`src/rtl/pxs_pkg.sv`:
```
package pxs_pkg;

   typedef enum logic [1:0] {
      LVL_SYNC  = 2'd0,
      LVL_BLANK = 2'd1,
      LVL_BLACK = 2'd2,
      LVL_WHITE = 2'd3
   } level_e;

   // Active-low ladder drive: at most one field may be zero
   typedef struct packed {
      logic blank_n;
      logic pix_n;
      logic sync_n;
   } ladder_t;

   localparam ladder_t LADDER_BLANK = '{blank_n: 1'b0, pix_n: 1'b1, sync_n: 1'b1};

   function automatic ladder_t level_to_ladder(level_e lvl);
      ladder_t w;
      w = '{blank_n: 1'b1, pix_n: 1'b1, sync_n: 1'b1};
      unique case (lvl)
         LVL_SYNC:  w.sync_n  = 1'b0;
         LVL_BLANK: w.blank_n = 1'b0;
         LVL_BLACK: w.pix_n   = 1'b0;
         default:   ;
      endcase
      return w;
   endfunction

endpackage

```
`src/rtl/pxs_addr_gen.sv`:
```
module pxs_addr_gen #(
   parameter int MEM_BYTES = 1024,
   parameter int BYTE_W    = 8,
   parameter int LINE_PIX  = 256,
   parameter int ADDR_W    = $clog2(MEM_BYTES)
) (
   input  logic              clk,
   input  logic              rst_n,
   input  logic              frame_start,
   input  logic              active,
   output logic [ADDR_W-1:0] addr_q,
   output logic              act_q,
   output logic              load_q
);

   localparam int BIT_W  = $clog2(BYTE_W);
   localparam int RUN_W  = $clog2(LINE_PIX + 1);
   localparam bit POW2   = (MEM_BYTES & (MEM_BYTES - 1)) == 0;

   logic [BIT_W-1:0]  bit_cnt;
   logic [RUN_W-1:0]  run_cnt;
   logic [ADDR_W-1:0] addr_inc;
   logic              byte_begin;

   assign byte_begin = active && (bit_cnt == '0);

   generate
      if (POW2) begin : g_wrap_bin
         assign addr_inc = addr_q + ADDR_W'(1);
      end else begin : g_wrap_cmp
         assign addr_inc = (addr_q == ADDR_W'(MEM_BYTES - 1)) ? '0 : addr_q + ADDR_W'(1);
      end
   endgenerate

   always_ff @(posedge clk or negedge rst_n) begin
      if (!rst_n) begin
         addr_q  <= '0;
         bit_cnt <= '0;
         run_cnt <= '0;
         act_q   <= 1'b0;
         load_q  <= 1'b0;
      end else begin
         act_q  <= active;
         load_q <= byte_begin;
         if (frame_start)     addr_q <= '0;
         else if (byte_begin) addr_q <= addr_inc;
         if (frame_start)     bit_cnt <= '0;
         else if (active)     bit_cnt <= bit_cnt + BIT_W'(1);
         else                 bit_cnt <= '0;
         if (!active)         run_cnt <= '0;
         else if (32'(run_cnt) < LINE_PIX) run_cnt <= run_cnt + RUN_W'(1);
      end
   end

   assert_frame_R1: assert property (@(posedge clk) disable iff (!rst_n)
      frame_start |=> (addr_q == '0));

   assert_step_R2: assert property (@(posedge clk) disable iff (!rst_n)
      (byte_begin && !frame_start) |=>
         (32'(addr_q) == (32'($past(addr_q)) + 1) % MEM_BYTES));

   assert_hold_R2: assert property (@(posedge clk) disable iff (!rst_n)
      (!byte_begin && !frame_start) |=> $stable(addr_q));

   assert_run_R2: assert property (@(posedge clk) disable iff (!rst_n)
      active |-> (32'(run_cnt) < LINE_PIX));

   assert_range_R3: assert property (@(posedge clk) disable iff (!rst_n)
      32'(addr_q) < MEM_BYTES);

endmodule

```
`src/rtl/pxs_shifter.sv`:
```
module pxs_shifter #(
   parameter int BYTE_W = 8
) (
   input  logic              clk,
   input  logic              rst_n,
   input  logic              act_i,
   input  logic              load_i,
   input  logic [BYTE_W-1:0] rdata_i,
   output logic              pix_o
);

   logic [BYTE_W-1:0] shift_q;

   // The fetched byte feeds the pixel directly on its first cycle; the rest are held here
   assign pix_o = load_i ? rdata_i[BYTE_W-1] : shift_q[BYTE_W-1];

   always_ff @(posedge clk or negedge rst_n) begin
      if (!rst_n)      shift_q <= '0;
      else if (load_i) shift_q <= rdata_i << 1;
      else if (act_i)  shift_q <= shift_q << 1;
   end

   assert_load_R4: assert property (@(posedge clk) disable iff (!rst_n)
      load_i |-> act_i);

endmodule

```
`src/rtl/pxs_level_enc.sv`:
```
module pxs_level_enc
   import pxs_pkg::*;
(
   input  logic    clk,
   input  logic    rst_n,
   input  logic    sync_i,
   input  logic    blank_i,
   input  logic    border_i,
   input  logic    act_q,
   input  logic    pix_i,
   output ladder_t drive_q
);

   logic   sync_d, blank_d, border_d;
   level_e lvl;

   always_comb begin
      if (sync_d)        lvl = LVL_SYNC;
      else if (blank_d)  lvl = LVL_BLANK;
      else if (border_d) lvl = LVL_BLACK;
      else if (act_q)    lvl = pix_i ? LVL_WHITE : LVL_BLACK;
      else               lvl = LVL_BLANK;
   end

   always_ff @(posedge clk or negedge rst_n) begin
      if (!rst_n) begin
         sync_d   <= 1'b0;
         blank_d  <= 1'b0;
         border_d <= 1'b0;
         drive_q  <= LADDER_BLANK;
      end else begin
         sync_d   <= sync_i;
         blank_d  <= blank_i;
         border_d <= border_i;
         drive_q  <= level_to_ladder(lvl);
      end
   end

   assert_exclusive_R10: assert property (@(posedge clk) disable iff (!rst_n)
      $countones(~drive_q) <= 1);

   assert_sync_R7: assert property (@(posedge clk) disable iff (!rst_n)
      sync_d |=> (!drive_q.sync_n && drive_q.pix_n && drive_q.blank_n));

   assert_blank_R8: assert property (@(posedge clk) disable iff (!rst_n)
      (blank_d && !sync_d) |=> (!drive_q.blank_n && drive_q.pix_n));

   assert_border_R6: assert property (@(posedge clk) disable iff (!rst_n)
      (border_d && !blank_d && !sync_d) |=> !drive_q.pix_n);

endmodule

```
`src/rtl/bitmap_pix_serializer.sv`:
```
module bitmap_pix_serializer
   import pxs_pkg::*;
#(
   parameter int LINE_PIX  = 256,
   parameter int BYTE_W    = 8,
   parameter int MEM_BYTES = 1024,
   parameter int ADDR_W    = $clog2(MEM_BYTES)
) (
   input  logic              clk,
   input  logic              rst_n,
   input  logic              frame_start,
   input  logic              req_active,
   input  logic              req_border,
   input  logic              req_blank,
   input  logic              req_sync,
   output logic [ADDR_W-1:0] mem_addr,
   input  logic [BYTE_W-1:0] mem_rdata,
   output logic              dac_sync_n,
   output logic              dac_pix_n,
   output logic              dac_blank_n
);

   localparam int BYTES_PER_LINE = LINE_PIX / BYTE_W;

   generate
      if (BYTE_W < 2 || (BYTE_W & (BYTE_W - 1)) != 0) begin : g_chk_byte
         $error("BYTE_W must be a power of two of at least 2");
      end
      if (LINE_PIX % BYTE_W != 0 || BYTES_PER_LINE < 1) begin : g_chk_line
         $error("LINE_PIX must be a nonzero multiple of BYTE_W");
      end
      if (MEM_BYTES < 2) begin : g_chk_mem
         $error("MEM_BYTES must be at least 2");
      end
      if (ADDR_W != $clog2(MEM_BYTES)) begin : g_chk_addr
         $error("ADDR_W must equal clog2(MEM_BYTES)");
      end
   endgenerate

   logic    act_q, load_q, pix;
   ladder_t drive_q;

   pxs_addr_gen #(
      .MEM_BYTES (MEM_BYTES),
      .BYTE_W    (BYTE_W),
      .LINE_PIX  (LINE_PIX),
      .ADDR_W    (ADDR_W)
   ) u_addr (
      .clk         (clk),
      .rst_n       (rst_n),
      .frame_start (frame_start),
      .active      (req_active),
      .addr_q      (mem_addr),
      .act_q       (act_q),
      .load_q      (load_q)
   );

   pxs_shifter #(.BYTE_W(BYTE_W)) u_shift (
      .clk     (clk),
      .rst_n   (rst_n),
      .act_i   (act_q),
      .load_i  (load_q),
      .rdata_i (mem_rdata),
      .pix_o   (pix)
   );

   pxs_level_enc u_enc (
      .clk      (clk),
      .rst_n    (rst_n),
      .sync_i   (req_sync),
      .blank_i  (req_blank),
      .border_i (req_border),
      .act_q    (act_q),
      .pix_i    (pix),
      .drive_q  (drive_q)
   );

   assign dac_sync_n  = drive_q.sync_n;
   assign dac_pix_n   = drive_q.pix_n;
   assign dac_blank_n = drive_q.blank_n;

endmodule

```
`config.mk`:
```
export PLATFORM = sky130hd
export DESIGN_NAME = bitmap_pix_serializer
export DESIGN_NICKNAME = d
export VERILOG_FILES = /design/src/rtl/pxs_pkg.sv /design/src/rtl/pxs_addr_gen.sv /design/src/rtl/pxs_shifter.sv /design/src/rtl/pxs_level_enc.sv /design/src/rtl/bitmap_pix_serializer.sv
export SDC_FILE = /design/constraint.sdc
export NUM_CORES = 1
export LEC_CHECK = 0
export CORE_ASPECT_RATIO = 0.75
export CORE_MARGIN = 2
export CORE_UTILIZATION = 45
export CTS_BUF_LIST = sky130_fd_sc_hd__clkbuf_2 sky130_fd_sc_hd__clkbuf_4 sky130_fd_sc_hd__clkbuf_8
export DETAILED_ROUTE_END_ITERATION = 12
export GPL_TIMING_DRIVEN = 0
export PLACE_DENSITY = 0.82
export SYNTH_ARGS = -nofsm -noshare
export SYNTH_HDL_FRONTEND = slang
export SYNTH_SLANG_ARGS = --single-unit
export TNS_END_PERCENT = 20
```
`constraint.sdc`:
```
create_clock -name clk -period 2.2 [get_ports clk]
set_input_delay 0.22 -clock clk [delete_from_list [all_inputs] [get_ports clk]]
set_output_delay 0.22 -clock clk [all_outputs]
set_load 0.02 [all_outputs]
```
==> flow_summary.json, run 1 <==
{
  "drc": 0,
  "rr_startpoint": "u_addr.bit_cnt[0]",
  "die_w_um": 64.22,
  "routed_wirelength_mm": 2.237,
  "min_to": "u_enc.sync_d",
  "cts_tree": "yes",
  "status": "complete, no violations",
  "grt_pass1_wl_mm": 4.064,
  "hpwlAfterDp_mm": 1.699,
  "fmax_mhz": 573.9,
  "routedWlPerCell_um": 12.64,
  "rrSetupSlack_ps": 460,
  "netlist_instances": 109,
  "p_per_area_mw_per_mm2": 645.0,
  "vias": 891,
  "min_period_ps": 1742,
  "floorplan.rows": 16,
  "drt-pass1-iter-count": 4,
  "cts_max_path_buffers": 2,
  "floorplan.die_area_mm2": 0.003157,
  "area_growth_pct": 30.47,
  "max-slew-margin-rel_pct": 60.17,
  "htreeDepth": 1,
  "crit_fanout": 9,
  "regToRegEndpoint": "u_addr.addr_q[9]",
  "cap_violations": 0,
  "setup_viol": 0,
  "vias_per_cell": 5.034,
  "gp_congestion": 0.7319,
  "pwr-share-seq_pct": 55.4,
  "drive_gt1_share_pct": 9.220,
  "synth_nets": 127,
  "start_util_pct": 47.02,
  "synth_area_mm2": 0.001224,
  "detail_route.iter0.violations": 47,
  "postRouteAntennaNets": 0,
  "die_y_um": 49.16,
  "yosysUniqueCellTypes": 24,
  "p_int_uw": 798.2,
  "core_area_mm2": 0.002603,
  "cp_slowest_cell": "dfrtp_1",
  "clock-sinks": 28,
  "clkLatencyLatePin_ps": 330,
  "cpPeakStageDelay_ps": 420,
  "power.share.clock_pct": 32.1,
  "required_ps": 2420,
  "yosysSeqAreaShare_pct": 57.46,
  "netSwitchingFraction_pct": 22.49,
  "synth_warnings": 0,
  "slew_violations": 0,
  "setup_ws_ps": 457.5,
  "cts_setup_buffers": 0,
  "grt_max_degree": 29,
  "power_mw": 1.030,
  "cts-buffers-inserted": 3,
  "overflow": 0,
  "whs_ps": 304.6,
  "crit_type": "reg2reg",
  "hold_path.class": "in2reg",
  "vdd_ir_drop_max_mv": 0.5768,
  "synth_seq_cells": 28,
  "p_comb_share_pct": 12.5,
  "cp.arrival_ps": 1970,
  "fin_crit_sh_pct": 79.20,
  "holdPathStages": 1,
  "clock-root-buffer": "clkbuf_4",
  "p_sw_uw": 231.6,
  "ios": 28,
  "io_buffers": 27,
  "grt_pass1_vias": 876,
  "tns_ps": 0,
  "antenna_found_initial": 0,
  "reg2reg_depth": 5,
  "nets": 160,
  "rsz0062_at_grt": "false",
  "end_kind": "flip-flop",
  "final-hold-violation-count": 0,
  "worstMarginPinSlew_ps": 597.5,
  "finClkSkew_ps": 11.48,
  "pre_cts_ws_ps": 317.5,
  "p_leak_nw": 0.7047,
  "clkTransAtPathRegs_ps": 150,
  "min-delay-start": "req_sync",
  "num_antenna_cells": 0,
  "crit_chain": "inv_1 > ha_1 > nand3b_4 > nor4_1 > mux2_2",
  "grt_usage_pct": 16.91,
  "syn_avg_cell_area_um2": 11.23,
  "start_kind": "flip-flop"
}
registers in the layout, summed over array words and instances, names as in the netlist:
signal / count
u_addr.act_q: 1
u_enc.sync_d: 1
u_shift.shift_q: 7
u_addr.addr_q: 10
u_addr.bit_cnt: 3
u_enc.blank_d: 1
u_enc.border_d: 1
u_enc.drive_q: 3
u_addr.load_q: 1
worst max-delay path: cells and delay by family (launching register included):
family / cells / cell delay, ps
simple gates: 2 / 530
flops: 1 / 420
buf+inv: 1 / 60
mux: 1 / 370
fa+ha+maj: 1 / 260
logic make-up after synthesis:
family	Yosys count	synth area share [%]
simple gates	35	16.87
buf+inv	11	3.579
xor+xnor	3	2.148
mux	9	7.567
compound gates	20	9.305
fa+ha+maj	3	3.068
flops	28	57.46
routing by layer:
metal  global-route usage [%]  part of all wire (%)  vias to the layer above
li1                         -                     -                      440
met1                    21.47                    43                      434
met5                        0                     0                        -
met3                    4.157                   2.6                        2
met2                    29.17                    53                       15
met4                    4.255                  0.94                        0
Yosys cell counts:
cell | count | area (um2)
or3_1 | 2 | 12.51
nor4_1 | 2 | 12.51
mux2i_1 | 7 | 70.07
buf_2 | 2 | 10.01
nor2b_1 | 2 | 12.51
nand4b_4 | 1 | 23.77
clkbuf_1 | 1 | 3.750
ha_1 | 3 | 37.54
mux2_2 | 2 | 22.52
or2b_1 | 1 | 7.510
or4_1 | 4 | 30.03
dfstp_2 | 2 | 52.55
dfrtp_1 | 26 | 650.6
o21ai_0 | 8 | 40.04
o31ai_1 | 4 | 30.03
nand4_1 | 1 | 6.260
nand3b_4 | 1 | 20.02
a21oi_1 | 7 | 35.03
nand3_1 | 2 | 10.01
nand2_1 | 10 | 37.54
a22o_1 | 1 | 8.760
nor2_1 | 9 | 33.78
inv_1 | 8 | 30.03
xnor2_1 | 3 | 26.28
worst max path at each step:
stage	from	endpoint	slack, ps	cells after the start
2_1_floorplan	u_addr.addr_q[0]	u_addr.addr_q[8]	620	4
3_3_place_gp	req_active	u_addr.addr_q[9]	360	4
3_5_place_dp	req_active	u_addr.addr_q[9]	320	4
4_1_cts	u_addr.bit_cnt[1]	u_addr.addr_q[9]	450	5
5_1_grt	u_addr.bit_cnt[0]	u_addr.addr_q[9]	380	5
6_report	u_addr.bit_cnt[0]	u_addr.addr_q[9]	460	5
cell usage in the layout (no fill, tap or decap):
master / n
nor2_1: 9
mux2i_1: 7
nand4b_4: 1
o31ai_1: 4
a22o_1: 1
clkbuf_4: 3
nor4_1: 2
dlygate4sd3_1: 1
clkbuf_1: 1
bufinv_16: 1
o21ai_0: 8
mux2_2: 2
inv_1: 8
or4_1: 4
nand2_1: 10
nor2b_1: 2
nand3_1: 2
ha_1: 3
or2b_1: 1
buf_2: 3
dfstp_2: 2
xnor2_1: 3
or3_1: 2
nand3b_4: 1
nand4_1: 1
clkdlybuf4s50_1: 26
a21oi_1: 7
dfrtp_1: 26
stage by stage:
| step | util, % | std cells | instance area (um2) |
|---|---|---|---|
| final | 61.35 | 177 | 1597 |
| after global routing | 61.35 | 177 | 1597 |
| after CTS | 61.15 | 176 | 1592 |
| after detailed placement | 59.13 | 172 | 1539 |
| after global placement | 59.13 | 172 | 1539 |
| after floorplan | - | 109 | 1224 |
power groups by stage:
stage / combinational, mW / clock (mW) / sequential, mW
5_1_grt: 0.144 / 0.370 / 0.576
3_5_place_dp: 0.130 / 0 / 0.581
6_report: 0.128 / 0.330 / 0.571
3_3_place_gp: 0.124 / 0 / 0.578
4_1_cts: 0.131 / 0.339 / 0.571
2_1_floorplan: 0.0574 / 0 / 0.584
timing repair:
action                                 4_1_cts  5_1_grt
setup endpoints to repair                    0        0
resized for setup                            0        0
endpoints found under the hold margin        0       26
hold buffers                                 0        1
final cells by class:
| cell class | count | area [um2] |
|---|---|---|
| plain buffers | 3 | 13.76 |
| clock buffers | 3 | 22.52 |
| clock inverters | 1 | 30.03 |
| fillers | 209 | 1006 |
| inverters | 8 | 30.03 |
| multi-input cells | 70 | 476.7 |
| flip-flops and latches | 28 | 703.2 |
| well taps | 36 | 45.04 |
| repair buffers | 28 | 275.3 |
(Power assumes the default switching activity.)
==> inputs of run 2 (changes only) <==
--- a/config.mk
+++ b/config.mk
@@ -11,7 +11,7 @@
 export CTS_BUF_LIST = sky130_fd_sc_hd__clkbuf_2 sky130_fd_sc_hd__clkbuf_4 sky130_fd_sc_hd__clkbuf_8
 export DETAILED_ROUTE_END_ITERATION = 12
 export GPL_TIMING_DRIVEN = 0
-export PLACE_DENSITY = 0.82
+export PLACE_DENSITY = 0.85
 export SYNTH_ARGS = -nofsm -noshare
 export SYNTH_HDL_FRONTEND = slang
 export SYNTH_SLANG_ARGS = --single-unit
==> constraint.sdc (replaced) <==
create_clock -name clk -period 1.5 [get_ports clk]
set_input_delay 0.15 -clock clk [delete_from_list [all_inputs] [get_ports clk]]
set_output_delay 0.15 -clock clk [all_outputs]
set_load 0.02 [all_outputs]
==> run 2 against run 1 <==
  * The flow now finishes with violations (negative setup slack)
  * Cell count is 0.56% higher
  * Setup slack lost 480 ps
  * Clock power rose by 48%
  * Core utilization grew 2.7 points
  * Flip-flop and latch count is the same
  * Fmax up 15%
  * Cell area rose by 4.4%
  * Critical path depth unchanged
  * Hold slack worse by 68 ps
  * First-iteration DRC count is 21% lower
  * Count of clock-buffer cells in the layout unchanged
  * Critical path type unchanged
  * Highest routed layer unchanged
==> flow_summary.json, run 2 (synthesized netlist as in run 1, its figures left out) <==
{
  "io_buffers": 27,
  "grt_usage_pct": 16.80,
  "path_buf_inv": 1,
  "cts-buffers-inserted": 3,
  "start_kind": "flip-flop",
  "worstMarginPinSlew_ps": 600.1,
  "p_leak_nw": 0.7962,
  "drt-pass1-iter-count": 6,
  "crit_fanout": 9,
  "htreeDepth": 1,
  "antenna_found_initial": 0,
  "core_area_mm2": 0.002603,
  "maxUsedRoutingLayer": "met4",
  "area_growth_pct": 36.20,
  "die_w_um": 64.22,
  "required_ps": 1730,
  "floorplan.die_area_mm2": 0.003157,
  "fin_util_pct": 64.04,
  "ios": 28,
  "holdPathStages": 1,
  "max-slew-margin-rel_pct": 60.00,
  "min_to": "u_enc.sync_d",
  "setup_viol": 2,
  "cap_violations": 0,
  "floorplan.rows": 16,
  "clkTransAtPathRegs_ps": 150,
  "end_kind": "flip-flop",
  "failed_checks": "negative setup slack",
  "vdd_ir_drop_max_mv": 0.9028,
  "vias": 936,
  "setup_ws_ps": -17.52,
  "fin_crit_sh_pct": 101.2,
  "drc": 0,
  "met3WireLength_um": 93,
  "routedWlPerCell_um": 13.93,
  "cts_max_path_buffers": 2,
  "reg2reg_depth": 5,
  "regMostFlops": "u_addr.addr_q",
  "rrSetupSlack_ps": -20,
  "detail_route.iter0.violations": 37,
  "tns_ps": -28.09,
  "hold_path.class": "in2reg",
  "grt_pass1_vias": 866,
  "final-hold-violation-count": 0,
  "wl_met1_um": 985,
  "num_antenna_cells": 0,
  "wl_met2_mm": 1.356,
  "rsz0062_at_grt": "true",
  "hpwlAfterDp_mm": 1.703,
  "routed_wirelength_mm": 2.480,
  "gp_congestion": 0.7387,
  "vias_per_cell": 5.258,
  "min-delay-start": "req_sync",
  "critical-path-top-delay-family": "simple AND/OR/NAND/NOR gates",
  "crit_chain": "inv_2 > ha_4 > nand3b_4 > nor4_4 > mux2_4",
  "reg_top3": "u_addr.addr_q x10, u_shift.shift_q x7",
  "clock-root-buffer": "clkbuf_4",
  "min_period_ps": 1518,
  "overflow": 0,
  "whs_ps": 236.7,
  "drive_gt1_share_pct": 17.61,
  "postRouteAntennaNets": 0,
  "cp.arrival_ps": 1740,
  "finClkSkew_ps": 8.660,
  "crit_type": "reg2reg",
  "clock-sinks": 28,
  "rr_startpoint": "u_addr.bit_cnt[0]",
  "regToRegEndpoint": "u_addr.addr_q[9]",
  "final_common_cell": "dfrtp_1",
  "die_y_um": 49.16,
  "nFillCells": 202,
  "grt_pass1_wl_mm": 4.036,
  "cp_slowest_cell": "dfrtp_1",
  "cpPeakStageDelay_ps": 410,
  "slew_violations": 0,
  "largest_register_ffs": 10,
  "status": "finished with violations",
  "clkLatencyLatePin_ps": 330,
  "nets": 161,
  "grt_max_degree": 29,
  "start_util_pct": 47.02,
  "fmax_mhz": 659.0,
  "p_per_area_mw_per_mm2": 913.9,
  "most-common-layout-cells": "dfrtp_1 (23), clkdlybuf4s50_1 (14), dlygate4sd2_1 (11), nand2_1 (10), nor2_1 (9)",
  "cts_tree": "yes"
}
run 2: cell count changes in the layout (fill, tap and decap cells not counted), sizes merged:
| cell | delta |
|---|---|
| dlygate4sd2 | +11 |
| clkdlybuf4s50 | -12 |
| dlymetal6s2s | +1 |
| buf | +1 |
run 2: per-stage QoR:
stage / instances / worst slack, ps / power (mW) / instance area [um2]
after CTS: 176 / -86.01 / 1.527 / 1608
after detailed placement: 172 / -292.1 / 1.046 / 1560
after floorplan: 109 / -1.100 / 0.9458 / 1245
after global routing: 178 / -104.4 / 1.601 / 1667
after global placement: 172 / -252.2 / 1.037 / 1560
final: 178 / -17.52 / 1.523 / 1667
run 2: cell type report:
type                       instances  area [um2]  share of cell area [%]
multi-input combinational         70       546.8                   32.81
buffer                             3       13.76                  0.8258
sequential                        28       706.9                   42.42
clock buffer                       3       22.52                   1.351
tap                               36       45.04                   2.703
inverter                           8       30.03                   1.802
timing repair buffer              29       271.5                   16.29
clock inverter                     1       30.03                   1.802
run 2: worst max path at each step:
stage	start	end	depth (start not counted)
global placement	req_active	u_addr.addr_q[8]	4
CTS	u_addr.bit_cnt[0]	u_addr.addr_q[9]	5
finish	u_addr.bit_cnt[0]	u_addr.addr_q[9]	5
floorplan	u_addr.addr_q[0]	u_addr.addr_q[8]	4
detailed placement	req_active	u_addr.addr_q[8]	4
global route	u_addr.bit_cnt[1]	u_addr.addr_q[9]	5
run 2: repair_timing:
action	CTS	global route
pin swaps	3	3
hold buffers	0	1
setup endpoints to repair	16	7
setup buffers	0	1
hold endpoints to repair	0	26
resized for setup	14	10
run 2: power by group:
part	leakage (nW)	switching (mW)	internal [mW]
Clock	0.0279	0.218	0.270
Sequential	0.352	0.0339	0.806
Combinational	0.416	0.0996	0.0956
Total	0.796	0.351	1.17
run 2: metal layers:
metal | track usage, % | up-vias
li1 | - | 445
met1 | 20.64 | 455
met2 | 29.69 | 28
met3 | 4.157 | 8
met4 | 4.255 | 0
met5 | 0 | -
